==> config.mk <==
export PLATFORM = sky130hd
export DESIGN_NAME = gpio_fall_trig
export DESIGN_NICKNAME = d
export VERILOG_FILES = /design/src/rtl/gpio_fall_trig_pkg.sv /design/src/rtl/gft_sync.sv /design/src/rtl/gft_mask_regs.sv /design/src/rtl/gft_edge_det.sv /design/src/rtl/gpio_fall_trig.sv
export SDC_FILE = /design/constraint.sdc
export NUM_CORES = 1
export LEC_CHECK = 0
export BUFFER_PORTS_ARGS = -buffer_cell sky130_fd_sc_hd__buf_2
export CELL_PAD_IN_SITES_DETAIL_PLACEMENT = 1
export CELL_PAD_IN_SITES_GLOBAL_PLACEMENT = 2
export CORE_MARGIN = 5
export CORE_UTILIZATION = 29
export DETAILED_ROUTE_END_ITERATION = 10
export HOLD_SLACK_MARGIN = 0.03
export PLACE_DENSITY_LB_ADDON = 0.2
export SLEW_MARGIN = 10
export SYNTH_ARGS = -nofsm -noshare
export SYNTH_HDL_FRONTEND = slang
export SYNTH_SLANG_ARGS = --single-unit
==> constraint.sdc <==
create_clock -name clk -period 2.1 [get_ports clk]
set_input_delay 0.525 -clock clk [delete_from_list [all_inputs] [get_ports clk]]
set_output_delay 0.525 -clock clk [all_outputs]
set_load 0.005 [all_outputs]
==> src/rtl/gpio_fall_trig_pkg.sv <==
package gpio_fall_trig_pkg;

    localparam int GFT_PINS_DEF   = 16;
    localparam int GFT_DATA_W_DEF = 32;
    localparam int GFT_ADDR_W_DEF = 8;
    localparam int GFT_SYNC_DEF   = 2;
    localparam logic [7:0] GFT_ARM_OFS_DEF    = 8'h10;
    localparam logic [7:0] GFT_DISARM_OFS_DEF = 8'h14;

    typedef enum logic [1:0] {
        GFT_SEL_NONE   = 2'd0,
        GFT_SEL_ARM    = 2'd1,
        GFT_SEL_DISARM = 2'd2
    } gft_sel_e;

    typedef struct packed {
        logic arm_we;
        logic disarm_we;
    } gft_wr_s;

    function automatic gft_sel_e gft_decode(input logic [7:0] addr,
                                            input logic [7:0] arm_ofs,
                                            input logic [7:0] disarm_ofs);
        if (addr == arm_ofs)         return GFT_SEL_ARM;
        else if (addr == disarm_ofs) return GFT_SEL_DISARM;
        else                         return GFT_SEL_NONE;
    endfunction

endpackage

==> src/rtl/gft_sync.sv <==
module gft_sync #(
    parameter int NUM_PINS = 16,
    parameter int STAGES   = 2
) (
    input  logic                clk,
    input  logic                rst,
    input  logic [NUM_PINS-1:0] pin_raw,
    output logic [NUM_PINS-1:0] pin_sync
);
    logic [NUM_PINS-1:0] stg [STAGES];

    always_ff @(posedge clk) begin
        if (rst) begin
            for (int s = 0; s < STAGES; s++) stg[s] <= '0;
        end else begin
            stg[0] <= pin_raw;
            for (int s = 1; s < STAGES; s++) stg[s] <= stg[s-1];
        end
    end

    assign pin_sync = stg[STAGES-1];
endmodule

==> src/rtl/gft_mask_regs.sv <==
module gft_mask_regs
    import gpio_fall_trig_pkg::*;
#(
    parameter int          NUM_PINS   = 16,
    parameter int          DATA_W     = 32,
    parameter int          ADDR_W     = 8,
    parameter logic [7:0]  ARM_OFS    = 8'h10,
    parameter logic [7:0]  DISARM_OFS = 8'h14
) (
    input  logic                clk,
    input  logic                rst,
    input  logic [ADDR_W-1:0]   bus_addr,
    input  logic                bus_wr,
    input  logic [DATA_W-1:0]   bus_wdata,
    output logic [DATA_W-1:0]   bus_rdata,
    output logic [NUM_PINS-1:0] trig_mask
);
    localparam int PAD_W = DATA_W - NUM_PINS;

    gft_sel_e            sel;
    gft_wr_s             wr;
    logic [NUM_PINS-1:0] arm_bits;
    logic [NUM_PINS-1:0] disarm_bits;
    logic [NUM_PINS-1:0] mask_q;
    logic [7:0]          addr8;

    assign addr8 = 8'(bus_addr);

    always_comb begin
        sel          = gft_decode(addr8, ARM_OFS, DISARM_OFS);
        wr.arm_we    = bus_wr && (sel == GFT_SEL_ARM);
        wr.disarm_we = bus_wr && (sel == GFT_SEL_DISARM);
        arm_bits     = wr.arm_we    ? bus_wdata[NUM_PINS-1:0] : '0;
        disarm_bits  = wr.disarm_we ? bus_wdata[NUM_PINS-1:0] : '0;
    end

    // disarm overrides arm on the same bit
    always_ff @(posedge clk) begin
        if (rst) mask_q <= '0;
        else     mask_q <= (mask_q | arm_bits) & ~disarm_bits;
    end

    always_comb begin
        if (sel != GFT_SEL_NONE) bus_rdata = {{PAD_W{1'b0}}, mask_q};
        else                     bus_rdata = '0;
    end

    assign trig_mask = mask_q;
endmodule

==> src/rtl/gft_edge_det.sv <==
module gft_edge_det #(
    parameter int NUM_PINS = 16
) (
    input  logic                clk,
    input  logic                rst,
    input  logic [NUM_PINS-1:0] pin_sync,
    input  logic [NUM_PINS-1:0] trig_mask,
    output logic [NUM_PINS-1:0] fall_evt
);
    logic [NUM_PINS-1:0] prev_q;
    logic [NUM_PINS-1:0] evt_q;
    logic [NUM_PINS-1:0] fell;

    for (genvar n = 0; n < NUM_PINS; n++) begin : g_pin
        assign fell[n] = prev_q[n] & ~pin_sync[n] & trig_mask[n];
    end

    always_ff @(posedge clk) begin
        if (rst) begin
            prev_q <= '0;
            evt_q  <= '0;
        end else begin
            prev_q <= pin_sync;
            evt_q  <= fell;
        end
    end

    assign fall_evt = evt_q;
endmodule

==> src/rtl/gpio_fall_trig.sv <==
module gpio_fall_trig
    import gpio_fall_trig_pkg::*;
#(
    parameter int         NUM_PINS    = GFT_PINS_DEF,
    parameter int         DATA_W      = GFT_DATA_W_DEF,
    parameter int         ADDR_W      = GFT_ADDR_W_DEF,
    parameter int         SYNC_STAGES = GFT_SYNC_DEF,
    parameter logic [7:0] ARM_OFS     = GFT_ARM_OFS_DEF,
    parameter logic [7:0] DISARM_OFS  = GFT_DISARM_OFS_DEF
) (
    input  logic                clk,
    input  logic                rst,
    input  logic [NUM_PINS-1:0] pin_in,
    input  logic [ADDR_W-1:0]   bus_addr,
    input  logic                bus_wr,
    input  logic [DATA_W-1:0]   bus_wdata,
    output logic [DATA_W-1:0]   bus_rdata,
    output logic [NUM_PINS-1:0] fall_evt
);
    logic [NUM_PINS-1:0] pin_sync;
    logic [NUM_PINS-1:0] trig_mask;

    gft_sync #(.NUM_PINS(NUM_PINS), .STAGES(SYNC_STAGES)) u_sync (
        .clk(clk), .rst(rst), .pin_raw(pin_in), .pin_sync(pin_sync)
    );

    gft_mask_regs #(
        .NUM_PINS(NUM_PINS), .DATA_W(DATA_W), .ADDR_W(ADDR_W),
        .ARM_OFS(ARM_OFS), .DISARM_OFS(DISARM_OFS)
    ) u_mask (
        .clk(clk), .rst(rst), .bus_addr(bus_addr), .bus_wr(bus_wr),
        .bus_wdata(bus_wdata), .bus_rdata(bus_rdata), .trig_mask(trig_mask)
    );

    gft_edge_det #(.NUM_PINS(NUM_PINS)) u_edge (
        .clk(clk), .rst(rst), .pin_sync(pin_sync),
        .trig_mask(trig_mask), .fall_evt(fall_evt)
    );
endmodule

; Word level (Yosys, flattened, before mapping)
; Memory sizes are Yosys's and may differ from the RTL's.
; Cells that the tools add are included.
[op_classes]
order_cmp = 0
n_bitwise = 53
muxes = 10
div_mod_pow = 0
addsub = 0
multipliers = 0
reduce_logical = 3
n_eq_ne = 4
n_shift = 0
[ops]
columns = operator, n
row1 = $mux 16, 5
row2 = $and 1x1->1, 32
row3 = $and 16x16->16, 1
row4 = $eq 8x5->1 const B, 2
row5 = $not 1->1, 16
row6 = $not 16->16, 1
row7 = $or 16x16->16, 1
row8 = $mux 2, 2
row9 = $mux 1, 3
row10 = $eq 2x1->1 const B, 1
row11 = $eq 2x2->1 const B, 1
row12 = $logic_and 1x1->1, 2
row13 = $or 1x1->1, 2
row14 = $reduce_bool 2->1, 1
[word_totals]
output_inout_bits = 48
input_bits = 59
ram_bits = 32
latch_bits = 0
memories = 1
elab_cells = 74
regBits = 48
romBits = 0
[mem_list]
columns = name, depth, width, read_ports, rd_clocked_by_memory_dff, write_ports, line_no
row1 = u_sync.stg, 2, 16, 2, 0, 2, gft_sync.sv:10  ; logic [NUM_PINS-1:0] stg [STAGES];

; Depth between registers and ports, before layout
; Gate-level depths: netlist (run 1).
[logic_depth]
word_depth = 8
mapped_depth = 5
mapped_depth_nobuf = 3

; Hierarchy
; Synthesis (run 1) repeated with hierarchy kept, for this count alone.
[unflattened]
hier_cells = 262
area_unflattened_um2 = 2946.6
[by_module_without_submodules]
columns = module, instances, seq_area_each_um2, area_per_inst_um2, cells_per_inst
row1 = gft_mask_regs, 1, 320.3, 999.7, 112
row2 = gft_sync, 1, 640.6, 983.4, 83
row3 = gft_edge_det, 1, 640.6, 963.4, 67

; Least setup slack after synthesis (run 1)
; No wires, ideal clock.
[synth_path]
path_type = input to output
startpoint = input bus_addr[6]
endpoint = output bus_rdata[10]
stages = 4
path_buffers = 1
arrival_time_ns = 1.475
setup_slack_ns = 0.100
t_required_ns = 1.575
cell_sequence = nor4_4 -> and4bb_4 -> buf_6 -> and2_1
[synth_between]
elab_chain_cells = 5
elab_cells_between_ends = 6
classes_between = 2 x eq/ne / 3 x mux / 1 x reduce/logical
[synth_lines]
columns = element, line_no
row1 = "start, declared", gpio_fall_trig.sv:14  ; input logic [ADDR_W-1:0] bus_addr,
row2 = $eq 8x5->1, gpio_fall_trig_pkg.sv:25  ; else if (addr == disarm_ofs) return GFT_SEL_DISARM;
row3 = $mux 2, gpio_fall_trig_pkg.sv:25
row4 = $mux 2 (*), gpio_fall_trig_pkg.sv:24  ; if (addr == arm_ofs) return GFT_SEL_ARM;
row5 = $reduce_bool 2->1 (*), gft_mask_regs.sv:44  ; if (sel != GFT_SEL_NONE) bus_rdata = {{PAD_W{1'b0}}, mask_q};
row6 = $mux 16 (*), gft_mask_regs.sv:44
row7 = "end, declared", gpio_fall_trig.sv:17  ; output logic [DATA_W-1:0] bus_rdata,
; Mark *: on every way between the ends. The rest lies on a longest branch, timed or not.

; Worst setup path after layout (run 1)
[layout_path]
startpoint = input bus_addr[0]
endpoint = output bus_rdata[11]
; Same word-level chain as after synthesis.

==> insert_results.sql, run 1 <==
INSERT INTO impl_metrics (metric_group, metric, value, unit) VALUES
('floorplan', 'dieArea', '11300', 'µm²'),
('worst_setup_path', 'cp.required', '1.57', 'ns'),
('global_routing', 'grt_overflow', '0', ''),
('global_routing', 'grt_antenna_before_repair', '0', ''),
('worst_setup_path', 'crit_path_max_fanout', '8', ''),
('synthesis', 'library_cells_used_by_synthesis', '17', ''),
('cells_and_area', 'diodes', '0', ''),
('route', 'via_to_cell_ratio', '4.19', ''),
('clocking', 'clk_root_buffer_cell', 'sky130_fd_sc_hd__clkbuf_8', ''),
('timing', 'report.final.setup_viol', '15', ''),
('power', 'power_per_cell_area', '849', 'nW/µm²'),
('power', 'power', '2960', 'µW'),
('hold_path', 'worst_hold_path.num_cells', '2', ''),
('placed_design', 'hpwlAfterDp', '4.00', 'mm'),
('route', 'num_vias', '1824', ''),
('worst_setup_path', 'timing.rr.end', 'u_edge.fall_evt[9]', ''),
('hold_path', 'min-delay-start', 'pin_in[10]', ''),
('power', 'vdd_ir_drop_max', '0.000284', 'V'),
('timing', 'layout_worst_path_cycle_share', '1.01', ''),
('timing', 'grt_setup_unrepaired', 'yes', ''),
('clocking', 'post-cts-setup-buffers', '0', ''),
('route', 'drc', '0', ''),
('clocking', 'clk_pin_slew_worst_paths', '0.09', 'ns'),
('run', 'drv.max_cap_violation_count', '0', ''),
('synthesis', 'synth.avg_cell_area', '11.2', 'µm²'),
('floorplan', 'start_util', '0.295', ''),
('floorplan', 'core_area', '9150', 'µm²'),
('worst_setup_path', 'worst-setup-path-type', 'in2out', ''),
('global_routing', 'grt_start_max_net_pins', '31', ''),
('route', 'routed_wirelength', '6.03', 'mm'),
('timing', 'drv_slew', '0', ''),
('timing', 'layout_min_cycle_time', '2.12', 'ns'),
('timing', 'finalHoldViolations', '0', ''),
('cells_and_area', 'syn_to_final_growth', '29.1', '%'),
('synthesis', 'synthesized_cell_area', '2700', 'µm²'),
('floorplan', 'die_h', '107', 'µm'),
('cells_and_area', 'instances_no_fill', '435', ''),
('global_routing', 'grtUsageTotal', '0.110', ''),
('global_routing', 'grt_first_pass_wirelength', '9.55', 'mm'),
('clocking', 'cts-root-to-sink-buffers', '2', ''),
('hold_path', 'worst_hold_path_type', 'in2reg', ''),
('timing', 'worst_skew', '0.0129', 'ns'),
('clocking', 'clk_latency', '0.34', 'ns'),
('worst_setup_path', 'end_kind', 'output port', ''),
('clocking', 'cts.sink_count', '80', ''),
('worst_setup_path', 'rrSetupSlack', '1.36', 'ns'),
('power', 'leakagePower', '0.00159', 'µW'),
('clocking', 'cts_buffers', '9', ''),
('worst_setup_path', 'crit-reg2reg-launch', 'u_mask.trig_mask[9]', ''),
('route', 'drt_initial_violations', '32', ''),
('synthesis', 'synth.ff_latch_count', '80', ''),
('synthesis', 'yosys_warning_total', '0', ''),
('placed_design', 'gp_weighted_congestion', '0.667', ''),
('timing', 'setup_total_negative_slack', '-0.121', 'ns'),
('clocking', 'tritoncts_clock_tree', 'done', ''),
('floorplan', 'core.rowCount', '35', ''),
('clocking', 'cts.htree.levels', '3', ''),
('worst_setup_path', 'worst-r2r-cell-count', '2', ''),
('floorplan', 'io_pins', '107', ''),
('placed_design', 'port_buffers', '74', ''),
('outcome', 'outcome', 'complete, but fails checks', ''),
('placed_design', 'dp_worst_setup_slack', '-0.0854', 'ns'),
('worst_setup_path', 'start_kind', 'input pin', ''),
('timing', 'whs', '0.385', 'ns'),
('hold_path', 'holdPathEnd', 'u_sync.stg[0][10]', ''),
('route', 'final_antenna_net_count', '0', ''),
('placed_design', 'numPlacedInstances', '419', ''),
('route', 'drt_pass1_iterations', '4', ''),
('global_routing', 'number_of_global_route_vias_before_repair', '1926', ''),
('synthesis', 'synth.yosys.seq_area_share', '0.593', ''),
('timing', 'post-route-worst-setup-slack', '-0.0182', 'ns'),
('synthesis', 'synthesis.instances', '242', ''),
('timing', 'fmax', '472', 'MHz'),
('floorplan', 'floorplan.die.width', '107', 'µm'),
('worst_setup_path', 'critPathArrivalTime', '1.59', 'ns'),
('cells_and_area', 'final_layout_size_suffix_gt1_frac', '0.336', ''),
('outcome', 'violations', 'setup timing', ''),
('cells_and_area', 'design.final.nets', '379', ''),
('route', 'routed_wire_length_per_instance', '13.9', 'µm');
[worst max path at each step]
stage / from / end / cells after the start
floorplan: bus_addr[6] / bus_rdata[10] / 4
global placement: bus_addr[6] / bus_rdata[13] / 5
detailed placement: bus_addr[6] / bus_rdata[11] / 5
CTS: bus_addr[0] / bus_rdata[11] / 5
global route: bus_addr[0] / bus_rdata[13] / 5
finish: bus_addr[0] / bus_rdata[11] / 5
[cell type report]
cell class | instances | area [µm²]
fill | 1040 | 5660
sequential | 80 | 1600
tap | 111 | 139
clock inverter | 5 | 86.3
timing repair buffer | 80 | 497
multi-input combinational | 149 | 1030
clock buffer | 10 | 138
[worst max-delay path: stages]
cell and delay (ns):
sky130_fd_sc_hd__buf_6 0.09, sky130_fd_sc_hd__nor4_4 0.34, sky130_fd_sc_hd__and4bb_4 0.36, sky130_fd_sc_hd__and2_4 0.18, sky130_fd_sc_hd__buf_6 0.09
[registers in the layout (all words and copies together), names as in the netlist]
| register | count |
|---|---|
| u_sync.stg | 32 |
| u_edge.fall_evt | 16 |
| u_edge.prev_q | 16 |
| u_mask.trig_mask | 16 |
[cell families (layout without fill, tap and decap cells)]
logic type / Yosys count / count (layout) / share of synthesized area
mux: 16 / 16 / 0.0593
flops: 80 / 80 / 0.593
simple gates: 116 / 117 / 0.279
buf+inv: 29 / 95 / 0.0676
other cells: 1 / 16 / 0.00139
[cells in the mapped netlist]
| master | n | area (µm²) |
|---|---|---|
| sky130_fd_sc_hd__nand3_1 | 16 | 80.1 |
| sky130_fd_sc_hd__nor3b_1 | 16 | 120 |
| sky130_fd_sc_hd__nor4_4 | 1 | 21.3 |
| sky130_fd_sc_hd__and2_1 | 16 | 100 |
| sky130_fd_sc_hd__buf_2 | 1 | 5.00 |
| sky130_fd_sc_hd__nor2b_1 | 48 | 300 |
| sky130_fd_sc_hd__nand2b_1 | 16 | 100 |
| sky130_fd_sc_hd__buf_6 | 1 | 11.3 |
| sky130_fd_sc_hd__conb_1 | 1 | 3.75 |
| sky130_fd_sc_hd__clkbuf_2 | 1 | 5.00 |
| sky130_fd_sc_hd__nor4bb_1 | 1 | 10.0 |
| sky130_fd_sc_hd__buf_4 | 17 | 128 |
| sky130_fd_sc_hd__clkbuf_1 | 9 | 33.8 |
| sky130_fd_sc_hd__and4bb_4 | 1 | 16.3 |
| sky130_fd_sc_hd__or2_2 | 1 | 6.26 |
| sky130_fd_sc_hd__mux2i_1 | 16 | 160 |
| sky130_fd_sc_hd__dfxtp_1 | 80 | 1600 |
[report_power, final]
part | internal, µW | total (µW) | switching [µW]
combinational | 70.8 | 134 | 63.5
sequential | 1550 | 1560 | 9.13
clock | 709 | 1270 | 559
[cells in the final DEF (no fill, tap or decap)]
cell type                   instances
sky130_fd_sc_hd__bufinv_16          2
sky130_fd_sc_hd__nand2b_1          16
sky130_fd_sc_hd__conb_1            16
sky130_fd_sc_hd__buf_6             11
sky130_fd_sc_hd__mux2i_1           16
sky130_fd_sc_hd__or2_2              1
sky130_fd_sc_hd__inv_6              3
sky130_fd_sc_hd__dfxtp_1           80
sky130_fd_sc_hd__nor4_4             1
sky130_fd_sc_hd__buf_4              5
sky130_fd_sc_hd__nor4bb_4           1
sky130_fd_sc_hd__and4bb_4           2
sky130_fd_sc_hd__nor3b_1           16
sky130_fd_sc_hd__and2_1             7
sky130_fd_sc_hd__nand3_1           16
sky130_fd_sc_hd__and2_4             9
sky130_fd_sc_hd__buf_2             63
sky130_fd_sc_hd__clkbuf_8          10
sky130_fd_sc_hd__buf_12             1
sky130_fd_sc_hd__nor2b_1           48
[layer usage]
layer | wire length [µm] | GRT usage
met3 | 404 | 0.0322
met1 | 2740 | 0.136
met2 | 2760 | 0.173
met5 | 0 | 0
met4 | 128 | 0.0575
[repair_timing]
action / CTS / global route
pin swaps: 8 / 5
gates cloned: 1 / 0
setup endpoints to repair: 16 / 16
hold buffers: 0 / 0
gates resized for setup: 15 / 6
[stage by stage]
stage,area [µm²],util
after global placement,3160,0.345
final,3490,0.381
after detailed placement,3160,0.345
after global routing,3490,0.381
after floorplan,2760,-
after CTS,3460,0.378
No activity file was read; power rests on OpenSTA's default activity.
==> run 2: changes to the inputs <==
--- a/config.mk
+++ b/config.mk
@@ -13,6 +13,7 @@
 export DETAILED_ROUTE_END_ITERATION = 10
 export HOLD_SLACK_MARGIN = 0.03
 export PLACE_DENSITY_LB_ADDON = 0.2
+export SETUP_SLACK_MARGIN = 0.15
 export SLEW_MARGIN = 10
 export SYNTH_ARGS = -nofsm -noshare
 export SYNTH_HDL_FRONTEND = slang
==> run 2 against run 1 <==
Against the previous run: the run still ends with setup timing left; critical path depth unchanged; cell area down 0.57%; hold slack worse by 0.0019 ns; critical endpoint is now bus_rdata[15].
==> insert_results.sql, run 2 (synthesized netlist as in run 1, its figures left out) <==
INSERT INTO impl_metrics (metric_group, metric, value, unit) VALUES
('outcome', 'outcome', 'complete, but fails checks', ''),
('outcome', 'violations', 'setup timing', ''),
('cells_and_area', 'layout.cell_area.non_filler', '3470', 'µm²'),
('clocking', 'post-cts-setup-buffers', '0', ''),
('global_routing', 'grt_antenna_before_repair', '0', ''),
('worst_setup_path', 'cp.required', '1.57', 'ns'),
('timing', 'worst_skew', '0.00991', 'ns'),
('worst_setup_path', 'crit-reg2reg-launch', 'u_mask.trig_mask[13]', ''),
('route', 'drt_initial_violations', '47', ''),
('worst_setup_path', 'cpMaxStageDelayCell', 'sky130_fd_sc_hd__and4bb_4', ''),
('timing', 'layout_worst_path_cycle_share', '1.02', ''),
('placed_design', 'port_buffers', '74', ''),
('cells_and_area', 'mostFrequentLayoutCell', 'sky130_fd_sc_hd__dfxtp_1', ''),
('worst_setup_path', 'critPathArrivalTime', '1.61', 'ns'),
('route', 'drt_pass1_iterations', '4', ''),
('route', 'routed_wire_length_per_instance', '13.7', 'µm'),
('clocking', 'cts.htree.levels', '3', ''),
('worst_setup_path', 'rrSetupSlack', '1.37', 'ns'),
('global_routing', 'grt_overflow', '0', ''),
('cells_and_area', 'fin_util', '0.379', ''),
('global_routing', 'grtUsageTotal', '0.107', ''),
('timing', 'grt_setup_unrepaired', 'yes', ''),
('clocking', 'cts_buffers', '9', ''),
('cells_and_area', 'syn_to_final_growth', '28.4', '%'),
('cells_and_area', 'layout_common_cells', '80 x sky130_fd_sc_hd__dfxtp_1, 60 x sky130_fd_sc_hd__buf_2, 48 x sky130_fd_sc_hd__nor2b_1', ''),
('timing', 'report.final.setup_viol', '16', ''),
('timing', 'finalHoldViolations', '0', ''),
('power', 'power', '2800', 'µW'),
('clocking', 'cts-root-to-sink-buffers', '2', ''),
('worst_setup_path', 'worstPathCellList', 'buf_6 -> nor4_4 -> and4bb_4 -> and2_1 -> buf_2', ''),
('cells_and_area', 'registers.top_by_ff_count', 'u_sync.stg', ''),
('clocking', 'clk_latency', '0.34', 'ns'),
('power', 'vdd_ir_drop_max', '0.000385', 'V'),
('timing', 'post-route-worst-setup-slack', '-0.0393', 'ns'),
('worst_setup_path', 'end_kind', 'output port', ''),
('clocking', 'clk_root_buffer_cell', 'sky130_fd_sc_hd__clkbuf_8', ''),
('floorplan', 'start_util', '0.295', ''),
('clocking', 'cts.sink_count', '80', ''),
('power', 'power_per_cell_area', '808', 'nW/µm²'),
('floorplan', 'io_pins', '107', ''),
('timing', 'whs', '0.383', 'ns'),
('route', 'final_antenna_net_count', '0', ''),
('run', 'drv.max_cap_violation_count', '0', ''),
('placed_design', 'gp_weighted_congestion', '0.641', ''),
('hold_path', 'min-delay-start', 'pin_in[6]', ''),
('cells_and_area', 'fillerInstances', '1036', ''),
('floorplan', 'floorplan.die.width', '107', 'µm'),
('timing', 'drv_slew', '0', ''),
('clocking', 'tritoncts_clock_tree', 'done', ''),
('floorplan', 'dieArea', '11300', 'µm²'),
('hold_path', 'worst_hold_path.num_cells', '2', ''),
('placed_design', 'detailed_place.area', '3140', 'µm²'),
('route', 'via_to_cell_ratio', '4.10', ''),
('global_routing', 'number_of_global_route_vias_before_repair', '1795', ''),
('cells_and_area', 'largest_register_ffs', '32', ''),
('route', 'drc', '0', ''),
('worst_setup_path', 'worst-setup-path-type', 'in2out', ''),
('clocking', 'clk_pin_slew_worst_paths', '0.09', 'ns'),
('global_routing', 'grt_first_pass_wirelength', '9.23', 'mm'),
('worst_setup_path', 'crit_path_max_fanout', '8', ''),
('worst_setup_path', 'worst-r2r-cell-count', '2', ''),
('timing', 'setup_total_negative_slack', '-0.384', 'ns'),
('floorplan', 'core_area', '9150', 'µm²'),
('timing', 'fmax', '467', 'MHz'),
('placed_design', 'hpwlAfterDp', '3.95', 'mm'),
('power', 'leakagePower', '0.00157', 'µW'),
('worst_setup_path', 'start_kind', 'input pin', ''),
('worst_setup_path', 'worst_path_largest_cell_delay', '0.38', 'ns'),
('global_routing', 'grt_start_max_net_pins', '45', ''),
('route', 'routed_wirelength', '5.94', 'mm'),
('floorplan', 'die_h', '107', 'µm'),
('floorplan', 'core.rowCount', '35', ''),
('route', 'num_vias', '1779', ''),
('cells_and_area', 'design.final.nets', '377', ''),
('cells_and_area', 'diodes', '0', ''),
('worst_setup_path', 'setup.worst_path.start', 'bus_addr[0]', ''),
('hold_path', 'holdPathEnd', 'u_sync.stg[0][6]', ''),
('worst_setup_path', 'timing.rr.end', 'u_edge.fall_evt[13]', ''),
('cells_and_area', 'final_layout_size_suffix_gt1_frac', '0.341', ''),
('timing', 'layout_min_cycle_time', '2.14', 'ns'),
('hold_path', 'worst_hold_path_type', 'in2reg', '');
-- run 2: power by group --
part | leakage, µW | switching (µW) | internal (µW) | total, µW
Sequential | 0.000653 | 9.28 | 1550 | 1560
Clock | 0.0000971 | 557 | 554 | 1110
Combinational | 0.000818 | 61.7 | 69.6 | 131
Total | 0.00157 | 628 | 2180 | 2800
-- run 2: worst max-delay path by stage --
stage,endpoint,slack [ns]
2_1_floorplan,bus_rdata[10],0.11
3_3_place_gp,bus_rdata[12],-0.10
3_5_place_dp,bus_rdata[12],-0.11
4_1_cts,bus_rdata[12],-0.05
5_1_grt,bus_rdata[12],-0.09
6_report,bus_rdata[15],-0.04
-- run 2: what timing repair did --
action | CTS | global route
gates resized for setup | 15 | 12
endpoints found under the setup margin | 16 | 16
pin swaps | 12 | 10
hold buffers | 0 | 0
cloned | 1 | 0
-- run 2: metrics by stage --
stage / setup WS, ns / instances
6_report: -0.0393 / 434
5_1_grt: -0.0943 / 434
4_1_cts: -0.0522 / 434
3_5_place_dp: -0.108 / 417
3_3_place_gp: -0.102 / 417
2_1_floorplan: 0.105 / 257
-- run 2: routing by layer --
metal  wire (µm)  track usage  up-vias
met5           0            0        -
met4          87       0.0575        0
met3         404       0.0322        6
met2        2730        0.167       60
met1        2710        0.133      814
li1            -            -      899
-- run 2: layout make-up --
type / count / area, µm² / share of cell area
flip-flops and latches: 80 / 1600 / 0.462
clock buffers: 10 / 128 / 0.0368
well taps: 111 / 139 / 0.0400
repair buffers: 78 / 500 / 0.144
clock inverters: 6 / 65.1 / 0.0188
multi-input cells: 149 / 1040 / 0.299
-- run 2: worst max-delay path: cells and delay by family --
kind / cells / cell delay (ns)
buffers and inverters: 2 / 0.21
AND/OR/NAND/NOR: 3 / 0.88
